`src/rtl/tko_pkg.sv`:
```
package tko_pkg;

    typedef enum logic [1:0] {
        OP_WR  = 2'd0,
        OP_RD  = 2'd1,
        OP_REL = 2'd2,
        OP_NOP = 2'd3
    } op_e;

    typedef struct packed {
        op_e        op;
        logic [7:0] off;
        logic [7:0] data;
    } req_t;

    typedef enum logic [3:0] {
        S_BHOLD, S_BWR, S_BDET, S_BBE,
        S_RUN, S_TAKE, S_SERVE, S_EXEC,
        S_RDET, S_RBE, S_WAKE, S_WRDY
    } st_e;

    typedef struct packed {
        logic       be;
        logic       rst_n;
        logic       addr_oe;
        logic       data_oe;
        logic       rw;
        logic [7:0] addr;
        logic [7:0] data;
    } drv_t;

    localparam int NUM_VEC = 6;
    localparam logic [7:0] VEC_BASE = 8'hFA;

    function automatic logic [7:0] boot_byte(input logic [7:0] k);
        return k * 8'd7 + 8'h3C;
    endfunction

    function automatic logic [7:0] vec_byte(input logic [7:0] j);
        return j[0] ? 8'hFF : 8'h00;
    endfunction

endpackage

```
`src/rtl/tko_req_fifo.sv`:
```
module tko_req_fifo
    import tko_pkg::*;
#(
    parameter int DEPTH = 8
) (
    input  logic clk,
    input  logic rst,
    input  logic push,
    input  req_t din,
    input  logic pop,
    output req_t dout,
    output logic empty,
    output logic full
);
    localparam int AW = $clog2(DEPTH);

    req_t mem [DEPTH];
    logic [AW:0] wp, rp;

    assign empty = (wp == rp);
    assign full  = (wp[AW] != rp[AW]) && (wp[AW-1:0] == rp[AW-1:0]);
    assign dout  = mem[rp[AW-1:0]];

    always_ff @(posedge clk) begin
        if (rst) begin
            wp <= '0;
            rp <= '0;
        end else begin
            if (push && !full) begin
                mem[wp[AW-1:0]] <= din;
                wp <= wp + 1'b1;
            end
            if (pop && !empty) begin
                rp <= rp + 1'b1;
            end
        end
    end
endmodule

```
`src/rtl/tko_seq.sv`:
```
module tko_seq
    import tko_pkg::*;
#(
    parameter int DELAY    = 4,
    parameter int BOOT_LEN = 200
) (
    input  logic       clk,
    input  logic       rst,
    input  logic       rdy,
    input  logic       q_empty,
    input  req_t       q_head,
    input  logic [7:0] rdata,
    output logic       q_pop,
    output st_e        st,
    output req_t       cur,
    output logic [7:0] bidx,
    output logic       rsp_valid,
    output logic [7:0] rsp_data
);
    localparam int CW    = $clog2(DELAY + 1);
    localparam int TOTAL = BOOT_LEN + NUM_VEC;

    logic [CW-1:0] cnt;

    assign q_pop = (st == S_SERVE) && !q_empty;

    always_ff @(posedge clk) begin
        if (rst) begin
            st        <= S_BHOLD;
            cnt       <= '0;
            bidx      <= '0;
            cur       <= '0;
            rsp_valid <= 1'b0;
            rsp_data  <= '0;
        end else begin
            rsp_valid <= 1'b0;
            unique case (st)
                S_BHOLD: begin
                    if (cnt == CW'(DELAY - 1)) begin
                        cnt <= '0;
                        st  <= S_BWR;
                    end else begin
                        cnt <= cnt + 1'b1;
                    end
                end
                S_BWR: begin
                    if (bidx == 8'(TOTAL - 1)) st <= S_BDET;
                    else                       bidx <= bidx + 1'b1;
                end
                S_BDET: st <= S_BBE;
                S_BBE:  st <= S_RUN;
                S_RUN:  if (!rdy) st <= S_TAKE;
                S_TAKE: begin
                    if (cnt == CW'(DELAY - 1)) begin
                        cnt <= '0;
                        st  <= S_SERVE;
                    end else begin
                        cnt <= cnt + 1'b1;
                    end
                end
                S_SERVE: begin
                    if (!q_empty) begin
                        if (q_head.op == OP_REL) begin
                            st <= S_RDET;
                        end else begin
                            cur <= q_head;
                            st  <= S_EXEC;
                        end
                    end
                end
                S_EXEC: begin
                    if (cur.op == OP_RD) begin
                        rsp_valid <= 1'b1;
                        rsp_data  <= rdata;
                    end
                    st <= S_SERVE;
                end
                S_RDET: st <= S_RBE;
                S_RBE:  st <= S_WAKE;
                S_WAKE: st <= S_WRDY;
                S_WRDY: if (rdy) st <= S_RUN;
                default: st <= S_RUN;
            endcase
        end
    end
endmodule

```
`src/rtl/tko_bus_mux.sv`:
```
module tko_bus_mux
    import tko_pkg::*;
#(
    parameter int         BOOT_LEN  = 200,
    parameter logic [7:0] PROT_BASE = 8'h90
) (
    input  st_e        st,
    input  req_t       cur,
    input  logic [7:0] bidx,
    output drv_t       drv
);
    logic [7:0] vj;
    logic       wr_ok;

    assign vj    = bidx - 8'(BOOT_LEN);
    assign wr_ok = (cur.op == OP_WR) && (cur.off < PROT_BASE);

    always_comb begin
        drv = '{be: 1'b1, rst_n: 1'b1, addr_oe: 1'b0, data_oe: 1'b0,
                rw: 1'b1, addr: 8'h00, data: 8'h00};
        unique case (st)
            S_BHOLD, S_BDET: begin
                drv.be    = 1'b0;
                drv.rst_n = 1'b0;
            end
            S_BWR: begin
                drv.be      = 1'b0;
                drv.rst_n   = 1'b0;
                drv.addr_oe = 1'b1;
                drv.data_oe = 1'b1;
                drv.rw      = 1'b0;
                if (bidx < 8'(BOOT_LEN)) begin
                    drv.addr = bidx;
                    drv.data = boot_byte(bidx);
                end else begin
                    drv.addr = VEC_BASE + vj;
                    drv.data = vec_byte(vj);
                end
            end
            S_BBE: drv.rst_n = 1'b0;
            S_TAKE, S_SERVE, S_RDET: drv.be = 1'b0;
            S_EXEC: begin
                drv.be      = 1'b0;
                drv.addr_oe = 1'b1;
                drv.addr    = cur.off;
                drv.data_oe = wr_ok;
                drv.rw      = !wr_ok;
                drv.data    = cur.data;
            end
            default: ;
        endcase
    end
endmodule

```
`src/rtl/bus_takeover_ctrl.sv`:
```
module bus_takeover_ctrl
    import tko_pkg::*;
#(
    parameter int         DELAY      = 4,
    parameter int         BOOT_LEN   = 200,
    parameter int         FIFO_DEPTH = 8,
    parameter logic [7:0] PROT_BASE  = 8'h90
) (
    input  logic       clk,
    input  logic       rst,
    input  logic       cpu_rdy_i,
    input  logic       irq_src_i,
    output logic       cpu_be_o,
    output logic       cpu_rst_n_o,
    output logic       cpu_irq_o,
    output logic [7:0] bus_addr_o,
    output logic       bus_addr_oe_o,
    output logic       bus_rw_o,
    output logic [7:0] bus_data_o,
    output logic       bus_data_oe_o,
    input  logic [7:0] bus_data_i,
    input  logic       hreq_valid_i,
    input  logic [1:0] hreq_op_i,
    input  logic [7:0] hreq_off_i,
    input  logic [7:0] hreq_data_i,
    output logic       hreq_full_o,
    output logic       hrsp_valid_o,
    output logic [7:0] hrsp_data_o,
    output logic       busy_o
);
    req_t       q_in, q_head, cur;
    logic       q_empty, q_full, q_pop;
    st_e        st;
    logic [7:0] bidx;
    drv_t       drv;

    assign q_in = '{op: op_e'(hreq_op_i), off: hreq_off_i, data: hreq_data_i};

    tko_req_fifo #(.DEPTH(FIFO_DEPTH)) u_fifo (
        .clk(clk), .rst(rst),
        .push(hreq_valid_i), .din(q_in),
        .pop(q_pop), .dout(q_head),
        .empty(q_empty), .full(q_full)
    );

    tko_seq #(.DELAY(DELAY), .BOOT_LEN(BOOT_LEN)) u_seq (
        .clk(clk), .rst(rst), .rdy(cpu_rdy_i),
        .q_empty(q_empty), .q_head(q_head), .rdata(bus_data_i),
        .q_pop(q_pop), .st(st), .cur(cur), .bidx(bidx),
        .rsp_valid(hrsp_valid_o), .rsp_data(hrsp_data_o)
    );

    tko_bus_mux #(.BOOT_LEN(BOOT_LEN), .PROT_BASE(PROT_BASE)) u_mux (
        .st(st), .cur(cur), .bidx(bidx), .drv(drv)
    );

    assign cpu_be_o      = drv.be;
    assign cpu_rst_n_o   = drv.rst_n;
    assign bus_addr_o    = drv.addr;
    assign bus_addr_oe_o = drv.addr_oe;
    assign bus_rw_o      = drv.rw;
    assign bus_data_o    = drv.data;
    assign bus_data_oe_o = drv.data_oe;
    assign hreq_full_o   = q_full;
    assign busy_o        = !drv.be;

    // interrupts pass only while idle and awake; the wake pulse is the sole exception
    assign cpu_irq_o = (st == S_WAKE) || (irq_src_i && cpu_rdy_i && st == S_RUN);
endmodule

```
`config.mk`:
```
export PLATFORM = sky130hd
export DESIGN_NAME = bus_takeover_ctrl
export DESIGN_NICKNAME = d
export VERILOG_FILES = /design/src/rtl/tko_pkg.sv /design/src/rtl/tko_req_fifo.sv /design/src/rtl/tko_seq.sv /design/src/rtl/tko_bus_mux.sv /design/src/rtl/bus_takeover_ctrl.sv
export SDC_FILE = /design/constraint.sdc
export NUM_CORES = 1
export LEC_CHECK = 0
export BUFFER_PORTS_ARGS = -buffer_cell sky130_fd_sc_hd__buf_2
export CAP_MARGIN = 20
export CORE_ASPECT_RATIO = 1.75
export CORE_UTILIZATION = 60
export DETAILED_ROUTE_END_ITERATION = 7
export PLACE_DENSITY_LB_ADDON = 0.1
export SLEW_MARGIN = 15
export SYNTH_ARGS = -nofsm -noshare
export SYNTH_HDL_FRONTEND = slang
export SYNTH_SLANG_ARGS = --single-unit
```
`constraint.sdc`:
```
create_clock -name clk -period 4.68 [get_ports clk]
set_input_delay 0.468 -clock clk [delete_from_list [all_inputs] [get_ports clk]]
set_output_delay 0.468 -clock clk [all_outputs]
set_load 0.02 [all_outputs]
```
Word level (Yosys, flattened, before mapping)
Memories as Yosys holds them, arrays and structs flattened. A register that Yosys moved wholly into a read port is not among the register bits.
Index checks and enable logic that the tools add are counted.
{"block": "word_totals", "register_bits": 50, "latchBits": 0, "ram_bits": 144, "romBits": 0, "inputBits": 31, "out_inout_bits": 33, "word_cells": 90, "memories": 1}
{"memory": "u_fifo.mem", "depth": 8, "word_bits": 18, "rd": 1, "rd_clocked_by_memory_dff": 1, "wr": 1, "line_no": "tko_req_fifo.sv:17", "source": "req_t mem [DEPTH];"}
{"block": "op_classes", "add_sub_neg": 7, "multipliers": 1, "div_mod_pow": 0, "magnitude_cmp": 2, "n_eq_ne": 24, "n_shift": 0, "n_mux": 20, "bitwise_logic": 4, "n_reduce_logical": 21}
{"op": "4-bit case mux with 11 select lines", "n": 1}
{"op": "19-bit case mux with 2 select lines", "n": 1}
{"op": "4-bit two-way mux", "n": 7}
{"op": "4-bit by 3-bit == test with 1-bit output (second input constant)", "n": 4}
{"op": "4-bit == test (second input constant)", "n": 4}
{"op": "8-bit less-than comparator (second input constant)", "n": 2}
{"op": "16-bit two-way mux", "n": 1}
{"op": "2-bit inequality test (second input constant)", "n": 6}
{"op": "3-bit two-way mux", "n": 3}
{"op": "4-bit by 1-bit adder with 4-bit output (second input constant)", "n": 2}
{"op": "8-bit by 1-bit adder with 8-bit output (second input constant)", "n": 1}
{"op": "8-bit by 6-bit adder with 8-bit output (second input constant)", "n": 1}
{"op": "8-bit adder (first input constant)", "n": 1}
{"op": "4-bit by 2-bit == test with 1-bit output (second input constant)", "n": 2}
{"op": "8-bit == test (second input constant)", "n": 1}
{"op": "8-bit by 3-bit multiplier with 8-bit output (second input constant)", "n": 1}
{"op": "8-bit two-way mux", "n": 1}
{"op": "8-bit subtractor (second input constant)", "n": 1}
{"op": "1-bit logical AND", "n": 7}
{"op": "7-bit OR reduction", "n": 1}
{"op": "1-bit two-way mux", "n": 6}
{"op": "6-bit AND reduction", "n": 1}
{"op": "4-bit by 1-bit == test with 1-bit output (second input constant)", "n": 1}
{"op": "4-bit == test", "n": 1}
{"op": "other kinds (15)", "n": 22}

Longest topological paths before layout
{"block": "logic_depth", "word_depth": 7, "ltp_mapped": 12, "ltp_nobuf": 12}

Hierarchy
From an unflattened synthesis, not the netlist that was laid out.
{"block": "hier_totals", "cells_unflattened": 621, "hier_area_um2": 9027.4}
{"mod": "tko_req_fifo", "n_inst": 1, "cells_each": 292, "area_each_um2": 6135.9, "seq_area_each_um2": 4544.4}
{"mod": "tko_seq", "n_inst": 1, "cells_each": 186, "area_each_um2": 1878.1, "seq_area_each_um2": 840.8}
{"mod": "tko_bus_mux", "n_inst": 1, "cells_each": 139, "area_each_um2": 982.2, "seq_area_each_um2": 0.0}
{"mod": "bus_takeover_ctrl", "n_inst": 1, "cells_each": 4, "area_each_um2": 31.3, "seq_area_each_um2": 0.0}

Least setup slack after synthesis
No wires, ideal clock.
{"block": "synth_path", "path_type": "register to register", "start": "register u_fifo.wp[0]", "end": "memory u_fifo.mem[3][0] (netlist name) (enable)", "setup_ps": 439, "t_arrival_ps": 2970, "t_required_ps": 4241, "setup_slack_ps": 1271, "path_stages_with_launch": 6, "n_path_buf": 2, "period_less_slack_ps": 3409, "cell_sequence": "dfxtp_1 -> clkbuf_1 -> xnor2_1 -> a41o_1 -> clkbuf_1 -> nor4_1"}
{"block": "synth_between", "elab_chain_cells": 7}
{"element": "from (decl)", "line_no": "tko_req_fifo.sv:18", "source": "logic [AW:0] wp, rp;"}
{"element": "from (signal assigned)", "line_no": "tko_req_fifo.sv:31", "source": "wp <= wp + 1'b1;"}
{"element": "3-bit == test", "line_no": "tko_req_fifo.sv:21", "source": "assign full = (wp[AW] != rp[AW]) && (wp[AW-1:0] == rp[AW-1:0]);"}
{"element": "1-bit logical AND", "line_no": "tko_req_fifo.sv:21"}
{"element": "1-bit zero test", "line_no": "tko_req_fifo.sv:29", "source": "if (push && !full) begin"}
{"element": "1-bit logical AND", "line_no": "tko_req_fifo.sv:29"}
{"element": "1-bit two-way mux", "line_no": "tko_req_fifo.sv:29"}
{"element": "1-bit two-way mux", "line_no": "tko_req_fifo.sv:25", "source": "if (rst) begin"}
{"element": "1-bit two-way mux (not written as such)", "line_no": "tko_req_fifo.sv:30", "source": "mem[wp[AW-1:0]] <= din;"}
{"element": "to (decl)", "line_no": "tko_req_fifo.sv:17"}
Parallel ways exist; a longest one is shown, timed or not.

Worst setup path after layout
{"block": "layout_path", "start": "register u_seq.bidx[3]", "end": "output port bus_data_o[7]"}
{"block": "layout_between", "elab_chain_cells": 4, "word_cells_on_any_way": 5, "cone_classes": "add/sub (1); mul (1); order compare (1); mux (2)"}
{"element": "from (decl)", "line_no": "tko_seq.sv:16", "source": "output logic [7:0] bidx,"}
{"element": "from (signal assigned)", "line_no": "tko_seq.sv:48", "source": "else bidx <= bidx + 1'b1;"}
{"element": "8-bit by 3-bit multiplier with 8-bit output", "line_no": "tko_pkg.sv:36", "source": "return k * 8'd7 + 8'h3C;"}
{"element": "8-bit by 6-bit adder with 8-bit output", "line_no": "tko_pkg.sv:36"}
{"element": "16-bit two-way mux (*)", "line_no": "tko_bus_mux.sv:32", "source": "if (bidx < 8'(BOOT_LEN)) begin"}
{"element": "19-bit case mux with 2 select lines (*)", "line_no": "tko_bus_mux.sv:21", "source": "unique case (st)"}
{"element": "to (decl)", "line_no": "bus_takeover_ctrl.sv:19", "source": "output logic [7:0] bus_data_o,"}
Every way passes the cells marked *; elsewhere a longest branch is shown, timed or not.

==> flow_summary_export.csv <==
group,metric,value,unit
power,pwr_density_cell,414,mW/mm²
clock_tree,clkLatencyLatePin,0.43,ns
clock_tree,cts-root-buf,"clkbuf_16",
drt,vias,5300,
setup_path,r2r_setup_slack,1.60,ns
timing,fin_ws,0.712,ns
logic_synthesis,yosysWarnings,0,
setup_path,cp_data_arrival_time,3.50,ns
drt,drc,0,
timing,grt_setup_unrepaired,"false",
hold_path,min_to,"u_seq.rsp_data[4]$_SDFFE_PP0P_",
place,port_buffers,63,
cells_and_area,nFillCells,1026,
cells_and_area,regArea,0.00539,mm²
timing,clock_skew,0.0162,ns
logic_synthesis,ys_seq_area_share,60.6,%
drt,wire_per_inst,20.1,µm
timing,finalSetupViolations,0,
setup_path,critPathKind,"reg2out",
timing,min_period,3.97,ns
grt,grt_max_degree,54,
drt,vias_per_cell,5.99,
place,hpwlAfterDp,11800,µm
clock_tree,post_cts_buffers,0,
setup_path,cp_slowest_cell,"fa_1",
timing,tns,0,ns
setup_path,path_cells,"inv_1, ha_1, fa_1, inv_1, ha_1, nor2b_1, o21a_1, or3_1, a31oi_1, a21o_1, buf_2",
logic_synthesis,yosysTopAreaCell,"edfxtp_1",
die,core,0.0144,mm²
setup_path,worstSetupStartpoint,"u_seq.bidx[3]$_SDFFE_PP0P_",
clock_tree,clk_path_buf_depth,2,
logic_synthesis,ys_top_cells_by_area,"edfxtp_1 49%, dfxtp_1 12%, mux4_2 9.4%, ha_1 3.8%, a21oi_1 2.4%",
drt,dr.pass1.iters,4,
flow_run,max_cap_violations,0,
place,dp_slack,1.17,ns
cells_and_area,area_delta_synth_final,12.2,%
timing,max_freq,0.252,GHz
clock_tree,cts_buffers,17,
die,initial_core_util,61.5,%
logic_synthesis,synth_top_cell_area_share,48.7,%
setup_path,cp-end-kind,"primary output",
setup_path,cp_max_fo,7,
clock_tree,post_cts_resized,0,
cells_and_area,final_nets,755,
timing,finalHoldViolCount,0,
setup_path,worstRegToRegCells,5,
setup_path,r2r-end,"u_seq.cur[7]$_SDFFE_PP0P_",
clock_tree,clk_pin_slew,0.08,ns
drt,wirelength,17800,µm
power,leakage,3.48,nW
clock_tree,holdBufCountCts,0,
grt,grt_usage,25.4,%
clock_tree,cts_tree,"yes",
die,rows,58,
timing,post-route-period-util,84.8,%
place,gp_congestion,0.927,
setup_path,critPathLaunchType,"flop",
cells_and_area,antenna_cells,0,
outcome,status,"completed",
logic_synthesis,synth_area,0.00888,mm²
logic_synthesis,synthFlopType,"edfxtp_1",
clock_tree,cts_num_sinks,197,
hold_path,hold_path.class,"in2reg",
timing,worst_pin_slew,1.11,ns
logic_synthesis,synth.ff_latch_count,197,
grt,grt_pass1_vias,5540,
logic_synthesis,synth-edff-count,144,
die,die_x,94.0,µm
cells_and_area,multi_input_area,0.00324,mm²
hold_path,min_from,"bus_data_i[4]",
grt,grt_pass1_wl,28500,µm
logic_synthesis,synth_fp_nets,699,
clock_tree,h-tree-depth,4,
setup_path,path_depth,11,
drt,antenna_left,0,
die,die_y,163,µm
grt,grt_overflow_total,0,
cells_and_area,drive_above_1_share,24.3,%
timing,worst_slew_margin_rel,25.8,%
logic_synthesis,async_reset_ff_share,0,%
hold_path,worstHoldPathCells,3,
setup_path,critPathTopFamily,"adder cells",
drt,drt_iter0_drc,192,
timing,drv_slew,0,
logic_synthesis,synth_area_per_cell,14.0,µm²
logic_synthesis,synth_cell_types,54,
die,die_area,0.0153,mm²
setup_path,cp.buffers_inverters,3,
logic_synthesis,synthCells,636,
die,num_io_pins,64,
power,ir_drop,0.000376,V
setup_path,slowest_delay,0.52,ns
grt,antenna_found_initial,0,
setup_path,cp_data_required_time,4.21,ns
-- layer usage --
metal / vias to the layer above / GRT usage, % / part of all wire [%]
met5: - / 0 / 0
met4: 0 / 12.2 / 2.9
met3: 33 / 3.08 / 2.2
met2: 98 / 44.9 / 54
met1: 2663 / 30.5 / 41
li1: 2506 / - / -
-- tightest hold or removal path, delay by kind of cell --
kind,cells,cell delay (ns)
buf+inv,1,0.09
compound gates,1,0.05
simple gates,1,0.04
-- cell families (layout without fill, tap and decap cells) --
family,Yosys count,count (layout),share of synthesized area (%)
flip-flops,197,197,60.6
AO/OA/AOI/OAI,108,108,8.21
adder cells (fa/ha/maj),32,32,4.93
AND/OR/NAND/NOR,148,148,8.41
XOR/XNOR,30,30,2.96
multiplexers,57,57,11.6
buffers and inverters,64,133,3.23
-- worst max-delay path by stage --
stage                                            end  slack (ns)
after floorplan           u_fifo.mem[3][0]$_DFFE_PP_        1.27
after global placement                 bus_data_o[7]        1.27
after detailed placement               bus_data_o[7]        1.17
after CTS                              bus_data_o[7]        0.69
after global routing                   bus_data_o[7]        0.54
final                                  bus_data_o[7]        0.71
-- state kept, by name, summed over array words and instances, names as in the netlist, named ones only --
register         count
u_seq.bidx           8
u_fifo.rp            4
u_fifo.mem         144
u_seq.cnt            3
u_seq.cur           18
u_seq.rsp_data       8
u_fifo.wp            4
u_seq.rsp_valid      1
u_seq.st             4
-- cell type report --
class                           instances  area share (%)
Clock inverter                         14            1.82
Timing Repair Buffer                   77            4.19
Multi-Input combinational cell        375            32.5
Inverter                               24           0.904
Clock buffer                           18            4.31
Tap cell                              180            2.26
Sequential cell                       197            54.0
-- power by group --
| group | switching, mW | internal, mW |
|---|---|---|
| logic | 0.408 | 0.259 |
| registers | 0.0706 | 1.92 |
| clock network | 0.702 | 0.773 |
-- cells in the mapped netlist, types with 4 or more instances --
library cell,count
dfxtp_1,53
mux2i_1,20
buf_6,4
o21a_1,4
nand4_1,4
nand2_1,47
nor2b_1,4
mux4_2,37
a21oi_1,43
buf_2,10
a211oi_1,7
clkbuf_1,24
o21ai_0,18
nand2b_1,8
xor2_1,6
edfxtp_1,144
or2_2,6
a31oi_1,5
fa_1,5
xnor2_1,24
a211oi_2,10
inv_1,24
o31ai_1,4
nor3_1,9
nor2_1,34
or3_1,4
nand3_1,11
ha_1,27
-- layout by cell type, fill, tap and decap left out, drive strengths merged, types with 24 or more instances in the layout --
cell and instances:
mux4 37, ha 27, nand2 47, buf 77, a21oi 43, inv 31
xnor2 24, edfxtp 144, nor2 34, dfxtp 53
-- per-stage QoR --
step                hold WS [ns]  util (%)  instance area, µm²  std cells  power (mW)
floorplan                  0.407         -                8880        636        2.49
global placement           0.415      64.7                9350        851        2.67
detailed placement         0.428      64.7                9350        851        2.70
CTS                        0.252      68.9                9960        883        4.16
global route               0.260      69.0                9970        885        4.31
finish                     0.264      69.0                9970        885        4.13
No activity file was read; power rests on OpenSTA's default activity.
